## src/rtl/req_clk_pkg.sv

```systemverilog
package req_clk_pkg;
  typedef enum logic [1:0] {
    MODE_IDLE  = 2'b00,
    MODE_REQ   = 2'b01,
    MODE_FLUSH = 2'b10,
    MODE_HAND  = 2'b11
  } mode_e;
endpackage

```

## src/rtl/lclk_edge.sv

```systemverilog
module lclk_edge (
  input  logic clk_i,
  input  logic rst_ni,
  input  logic lclk_i,
  output logic lvl_q_o,
  output logic rise_o,
  output logic fall_o
);
  always_ff @(posedge clk_i or negedge rst_ni) begin
    if (!rst_ni) lvl_q_o <= 1'b0;
    else         lvl_q_o <= lclk_i;
  end

  assign rise_o = !lvl_q_o && lclk_i;
  assign fall_o = lvl_q_o && !lclk_i;
endmodule

```

## src/rtl/wrap_cnt.sv

```systemverilog
module wrap_cnt #(
  parameter int unsigned LIMIT = 4
) (
  input  logic clk_i,
  input  logic rst_ni,
  input  logic clr_i,
  input  logic inc_i,
  output logic hit_o
);
  localparam int unsigned W = (LIMIT > 1) ? $clog2(LIMIT) : 1;
  localparam logic [W-1:0] LAST = W'(LIMIT - 1);

  logic [W-1:0] cnt_q;

  assign hit_o = inc_i && (cnt_q == LAST);

  always_ff @(posedge clk_i or negedge rst_ni) begin
    if (!rst_ni)     cnt_q <= '0;
    else if (clr_i)  cnt_q <= '0;
    else if (inc_i)  cnt_q <= hit_o ? '0 : cnt_q + 1'b1;
  end
endmodule

```

## src/rtl/req_clk_ctrl.sv

```systemverilog
module req_clk_ctrl
  import req_clk_pkg::*;
#(
  parameter int unsigned PIPE_DEPTH = 4,
  parameter int unsigned IDLE_FALLS = 6
) (
  input  logic       clk_i,
  input  logic       rst_ni,
  input  logic       req_i,
  input  logic       lclk_i,
  output logic       ack_o,
  output logic       pulse_o,
  output logic [1:0] mode_o
);
  mode_e mode_q, mode_d;
  logic  ack_q, pulse_q;
  logic  lvl_q, rise, fall;
  logic  pend, busy, serve;
  logic  tout_inc, tout_clr, tout_hit;
  logic  fl_inc, fl_clr, flush_hit;

  lclk_edge u_edge (
    .clk_i  (clk_i),
    .rst_ni (rst_ni),
    .lclk_i (lclk_i),
    .lvl_q_o(lvl_q),
    .rise_o (rise),
    .fall_o (fall)
  );

  assign pend = req_i ^ ack_q;
  assign busy = lvl_q && lclk_i;  // local cycle still open

  always_comb begin
    unique case (mode_q)
      MODE_IDLE, MODE_REQ: serve = pend;
      MODE_FLUSH:          serve = pend && !busy;
      MODE_HAND:           serve = pend && !lclk_i;
      default:             serve = 1'b0;
    endcase
  end

  assign tout_inc = (mode_q == MODE_REQ) && fall && !pend;
  assign tout_clr = serve || (mode_q != MODE_REQ);
  assign fl_inc   = (mode_q == MODE_FLUSH) && rise && !pend;
  assign fl_clr   = serve || (mode_q == MODE_IDLE);

  wrap_cnt #(.LIMIT(IDLE_FALLS)) u_tout (
    .clk_i (clk_i),
    .rst_ni(rst_ni),
    .clr_i (tout_clr),
    .inc_i (tout_inc),
    .hit_o (tout_hit)
  );

  wrap_cnt #(.LIMIT(PIPE_DEPTH)) u_flush (
    .clk_i (clk_i),
    .rst_ni(rst_ni),
    .clr_i (fl_clr),
    .inc_i (fl_inc),
    .hit_o (flush_hit)
  );

  always_comb begin
    mode_d = mode_q;
    if (serve)                                    mode_d = MODE_REQ;
    else if (mode_q == MODE_REQ && tout_hit)      mode_d = MODE_FLUSH;
    else if (mode_q == MODE_FLUSH && pend)        mode_d = MODE_HAND;
    else if (mode_q == MODE_FLUSH && flush_hit)   mode_d = MODE_IDLE;
  end

  always_ff @(posedge clk_i or negedge rst_ni) begin
    if (!rst_ni) begin
      mode_q  <= MODE_IDLE;
      ack_q   <= 1'b0;
      pulse_q <= 1'b0;
    end else begin
      mode_q  <= mode_d;
      ack_q   <= ack_q ^ serve;
      pulse_q <= serve || fl_inc;
    end
  end

  assign ack_o   = ack_q;
  assign pulse_o = pulse_q;
  assign mode_o  = mode_q;
endmodule

```

## config.mk

```make
export PLATFORM = sky130hd
export DESIGN_NAME = req_clk_ctrl
export DESIGN_NICKNAME = d
export VERILOG_FILES = /design/src/rtl/req_clk_pkg.sv /design/src/rtl/lclk_edge.sv /design/src/rtl/wrap_cnt.sv /design/src/rtl/req_clk_ctrl.sv
export SDC_FILE = /design/constraint.sdc
export NUM_CORES = 1
export LEC_CHECK = 0
export ABC_AREA = 1
export BUFFER_PORTS_ARGS = -buffer_cell sky130_fd_sc_hd__buf_4
export CAP_MARGIN = 20
export CORE_AREA = 2 2 39 41
export DETAILED_ROUTE_END_ITERATION = 12
export DIE_AREA = 0 0 41 43
export GPL_TIMING_DRIVEN = 0
export PLACE_DENSITY = 0.68
export SYNTH_ARGS = -nofsm -noshare
export SYNTH_HDL_FRONTEND = slang
export SYNTH_SLANG_ARGS = --single-unit
```

## constraint.sdc

```tcl
create_clock -name clk_i -period 1.38 [get_ports clk_i]
set_input_delay 0 -clock clk_i [delete_from_list [all_inputs] [get_ports clk_i]]
set_output_delay 0 -clock clk_i [all_outputs]
set_load 0.005 [all_outputs]
```

==> results of run 1 <==
==> area by class of cell <==
| type | instances | area [µm²] |
|---|---|---|
| timing repair buffer | 10 | 82.6 |
| fill | 135 | 663 |
| inverter | 15 | 56.3 |
| tap | 16 | 20.0 |
| sequential | 10 | 250 |
| clock buffer | 4 | 36.3 |
| multi-input combinational | 47 | 275 |
==> flip-flops by register name (all words and copies together), names as in the netlist <==
register,flops
u_tout.cnt_q,3
mode_o,2
u_flush.cnt_q,2
ack_o,1
pulse_o,1
u_edge.lvl_q_o,1
==> worst reg2reg max path: cells and delay by family (launching register included) <==
kind	cells	cell delay, ns
simple gates	4	0.46
compound gates	1	0.11
buf+inv	2	0.14
flops	1	0.44
==> metal layers <==
metal | share of wire | vias to the layer above | GRT usage
met3 | 0.036 | 5 | 0.0471
li1 | - | 260 | -
met1 | 0.48 | 220 | 0.235
met5 | 0 | - | 0
met2 | 0.45 | 9 | 0.228
met4 | 0.036 | 0 | 0.100
==> cells in the mapped netlist, drive strengths merged <==
library cell / number / area (µm²)
inv: 15 / 56.3
nand2: 23 / 109
nor2: 2 / 22.5
dfrtp: 10 / 250
a21oi: 2 / 10.0
nand4: 5 / 31.3
ha: 3 / 37.5
xor2: 1 / 8.76
o21ai: 1 / 5.00
or2: 1 / 6.26
nand3: 9 / 45.0
==> power by group through the flow <==
stage	clock [mW]	sequential (mW)	combinational, mW
floorplan	0	0.313	0.0360
global placement	0	0.313	0.0625
detailed placement	0	0.313	0.0632
finish	0.269	0.308	0.0691
CTS	0.279	0.307	0.0701
global route	0.298	0.309	0.0809
==> final timing paths <==
path | from | end | slack, ns | cells past startpoint
max in group asynchronous | rst_ni | u_tout.cnt_q[1] | 1.15 | 2
hold reg to reg | u_flush.cnt_q[1] | u_flush.cnt_q[1] | 0.53 | 2
setup reg to reg | mode_o[1] | mode_o[1] | 0.15 | 7
min in group clk_i | lclk_i | u_edge.lvl_q_o | 0.41 | 2
hold / removal | rst_ni | u_tout.cnt_q[2] | 0.09 | 2
setup / recovery | mode_o[1] | mode_o[1] | 0.15 | 7
==> logic make-up after synthesis <==
group	after synthesis	synth area share
simple gates	40	0.368
xor+xnor	1	0.0151
fa+ha+maj	3	0.0645
buf+inv	15	0.0968
flops	10	0.430
compound gates	3	0.0258
==> reports/metrics.cfg, run 1 <==
[floorplanning]
rows = 14
die_y_um = 43
io-pin-count = 8
start_util = 0.420
core_area_um2 = 1380
die_w_um = 41
die_area_um2 = 1760

[final_layout]
synthToLayoutAreaGrowth_pct = 23.9
finalInstanceArea_um2 = 721
most-common-layout-cells = 18 x nand2_1, 14 x inv_1, 10 x dfrtp_1
layout.cells.most_common = nand2_1
layout.cells.non_filler = 102
insertedDiodeCount = 0
finalCoreUtilization = 0.521
drive_above_1_share = 0.221
nets = 94

[clocking]
post_cts_buffers = 0
cts_hold_buf = 3
htree_levels = 1
ctsResizeCount = 0
cts_tree = done
clock_path_buffers = 2
cts-root-buf = clkbuf_4
path_clk_slew_ns = 0.07
cts_inserted_buffers = 3
clock-sinks = 10
worstSkewPairLatency_ns = 0.27

[power]
clockPowerShare = 0.417
power_leakage_nw = 0.409
pwr-share-seq = 0.476
swShare = 0.240
p_sw_mw = 0.155
power_mw = 0.646
power_density_nw_per_um2 = 896
peakVddDrop_mv = 0.495
cell_internal_pwr_mw = 0.491
p_comb_frac = 0.107

[global_routing]
antenna_found_initial = 0
grt_pass1_vias = 463
grt_pass1_wl_um = 1950
grt-ovfl-total = 0
track_usage = 0.170
grt_max_degree = 11

[timing]
grt_setup_unrepaired = false
worstMarginPinSlew_ns = 0.201
tns_ns = 0
period_share = 0.889
slew_viol_final = 0
finalSetupViolCount = 0
worst_slack_ns = 0.153
hold_ws_ns = 0.0852
period_needed_ns = 1.23
skew_ns = 0.00598
relSlewSlack = 0.866
fmax_mhz = 815
hold_viol_final = 0

[setup_path]
required_ns = 1.58
critPathSlowestCell = dfrtp_1
arrival_ns = 1.42
cp-end-kind = flip-flop
path_class = flip-flop to flip-flop
path_cells = inv_1, nand2_1, nor2_4, nand3_1, nand2_1, inv_1, a21oi_1
cp.buffers_inverters = 2
cp_max_fo = 6
start_kind = flip-flop
max_stage_delay_ns = 0.44
path_delay_family = simple AND/OR/NAND/NOR gates

[routing]
drt_iter0_markers = 12
vias = 494
drt-wirelength-per-cell_um = 10.2
dr.pass1.iters = 4
drt-vias-per-instance = 4.84
drt-total-wl_um = 1040
antenna_left = 0
route.detailed.drc = 0

[placement]
postPlaceCellArea_um2 = 654
place.port_buffers = 7
numPlacedInstances = 95
dp_hpwl_um = 759
place_ws_ns = 0.162
gp_congestion = 0.750

[synthesis]
synth-seq-area-share = 0.430
syn_nets = 79
synth.distinct_cells = 14
synth_area_um2 = 582
syn-instance-count = 72
ys_ff_latch = 10
synth_warnings = 0
syn_area_per_cell_um2 = 8.08

[job]
max_cap_viol_count = 0

[worst_hold_path]
hold_path.class = input pin to asynchronous set/reset pin

[status]
status = finished, final reports clean

Note: power is estimated with default switching activity, not from simulation.
==> run 2, diff against run 1 <==
Settings changed: CTS_BUF_LIST from default to sky130_fd_sc_hd__clkbuf_8, GPL_TIMING_DRIVEN 0 to default.
==> run 2 against run 1 <==
- flip-flop and latch count stayed put
- wire length is 6.3% higher
- register-to-register slack better by 0.04 ns
- fmax is 2.2% higher
- critical path type is now input pin to flip-flop
- critical endpoint is now u_tout.cnt_q[0]
- largest cell class unchanged
- largest power group is now the clock network
- highest routed layer unchanged
==> reports/metrics.cfg, run 2 (synthesis results as in run 1) <==
[timing]
skew_ns = 0.00244  ; -0.00355 ns
slew_viol_final = 0  ; unchanged
grt_setup_unrepaired = false
finalSetupViolCount = 0  ; unchanged
relSlewSlack = 0.866  ; about the same
worstMarginPinSlew_ns = 0.201  ; -0.0000994 ns
period_share = 0.870  ; -0.0189
period_needed_ns = 1.20  ; -0.0261 ns
tns_ns = 0  ; unchanged
hold_ws_ns = 0.123  ; +0.0374 ns
fmax_mhz = 833  ; +2.2%
worst_slack_ns = 0.179  ; +0.0261 ns
hold_viol_final = 0  ; unchanged

[routing]
drt-wirelength-per-cell_um = 10.8  ; +6.3%
dr.pass1.iters = 4  ; unchanged
drt_iter0_markers = 16  ; +4
drt-total-wl_um = 1110  ; +6.3%
antenna_left = 0  ; unchanged
route.detailed.drc = 0  ; unchanged
drt-vias-per-instance = 4.75  ; -1.8%
vias = 485  ; -1.8%

[final_layout]
synthToLayoutAreaGrowth_pct = 27.1
most-common-layout-cells = 18 x nand2_1, 14 x inv_1, 10 x dfrtp_1
fill_cells = 131  ; -3.0%
layout.cells.non_filler = 102  ; unchanged
layout.cells.most_common = nand2_1
nets = 94  ; unchanged
top_register = u_tout.cnt_q
insertedDiodeCount = 0  ; unchanged
drive_above_1_share = 0.221  ; unchanged
largest_reg_flops = 3  ; unchanged

[clocking]
ctsResizeCount = 0  ; unchanged
cts_inserted_buffers = 3  ; unchanged
path_clk_slew_ns = 0.05  ; -0.02 ns
post_cts_buffers = 0  ; unchanged
cts_hold_buf = 3  ; unchanged
clock-sinks = 10  ; unchanged
cts_tree = done
cts-root-buf = clkbuf_8
worstSkewPairLatency_ns = 0.24  ; -0.03 ns
clock_path_buffers = 2  ; unchanged
htree_levels = 1  ; unchanged

[global_routing]
antenna_found_initial = 0  ; unchanged
track_usage = 0.164  ; -0.00610
grt_pass1_vias = 444  ; -4.1%
grt_pass1_wl_um = 1880  ; -3.9%
grt_max_degree = 11  ; unchanged
grt-ovfl-total = 0  ; unchanged

[power]
power_leakage_nw = 0.417  ; +1.9%
peakVddDrop_mv = 0.615  ; +24%
power_mw = 0.754  ; +17%
power_density_nw_per_um2 = 1020  ; +14%

[job]
max_cap_viol_count = 0  ; unchanged

[setup_path]
start_kind = input pin
required_ns = 1.56  ; -0.02 ns
path_class = input pin to flip-flop
arrival_ns = 1.38  ; -0.04 ns
cp_max_fo = 9  ; +3
cp-end-kind = flip-flop

[worst_hold_path]
hold_path.class = input pin to asynchronous set/reset pin

[placement]
dp_hpwl_um = 810  ; +6.8%
place.port_buffers = 7  ; unchanged
gp_congestion = 0.697  ; -7.1%
place_ws_ns = 0.187  ; +0.0247 ns
numPlacedInstances = 95  ; unchanged

[floorplanning]
io-pin-count = 8  ; unchanged
die_area_um2 = 1760  ; unchanged
die_y_um = 43  ; unchanged
rows = 14  ; unchanged
start_util = 0.420  ; unchanged
die_w_um = 41  ; unchanged
core_area_um2 = 1380  ; unchanged

[status]
status = finished, final reports clean

==> run 2: cell counts in the layout (fill, tap and decap cells not counted) <==
Identical to the previous run, type by type.
==> run 2: final cells by class <==
cell class	count	area (µm²)	share of cell area
multi-input cells	47	275	0.372
flip-flops and latches	10	250	0.338
repair buffers	10	82.6	0.112
inverters	15	56.3	0.0761
clock buffers	4	55.1	0.0745
well taps	16	20.0	0.0271
==> run 2: where the power goes <==
group | switching (mW) | internal [mW]
clock network | 0.125 | 0.252
registers | 0.00591 | 0.303
logic | 0.0402 | 0.0289
==> run 2: layer usage <==
metal	wire length, µm	track usage
met4	30	0.100
met3	39	0.0471
met5	0	0
met1	497	0.191
met2	538	0.250
==> run 2: worst max-delay path, cell delays in order <==
cell and delay, ns:
dlygate4sd3_1 0.53, buf_4 0.14, inv_1 0.04, nand2_1 0.09, nand2_4 0.12, inv_1 0.06
nand2_2 0.11, nand2_1 0.06, inv_1 0.08, nand3_1 0.07, nand2_1 0.06
==> run 2: worst paths after layout <==
path,start,endpoint,slack (ns),cells past startpoint
setup / recovery,req_i,u_tout.cnt_q[0],0.18,11
hold / removal,rst_ni,u_flush.cnt_q[0],0.12,2
setup reg to reg,ack_o,u_tout.cnt_q[0],0.19,9
hold reg to reg,u_flush.cnt_q[1],u_flush.cnt_q[1],0.53,2
max in group asynchronous,rst_ni,ack_o,1.11,2
min in group clk_i,lclk_i,u_edge.lvl_q_o,0.47,2
==> run 2: metrics by stage <==
| stage | instance area [µm²] | utilization |
|---|---|---|
| floorplan | 582 | - |
| global placement | 654 | 0.473 |
| detailed placement | 654 | 0.473 |
| CTS | 739 | 0.534 |
| global route | 739 | 0.534 |
| finish | 739 | 0.534 |
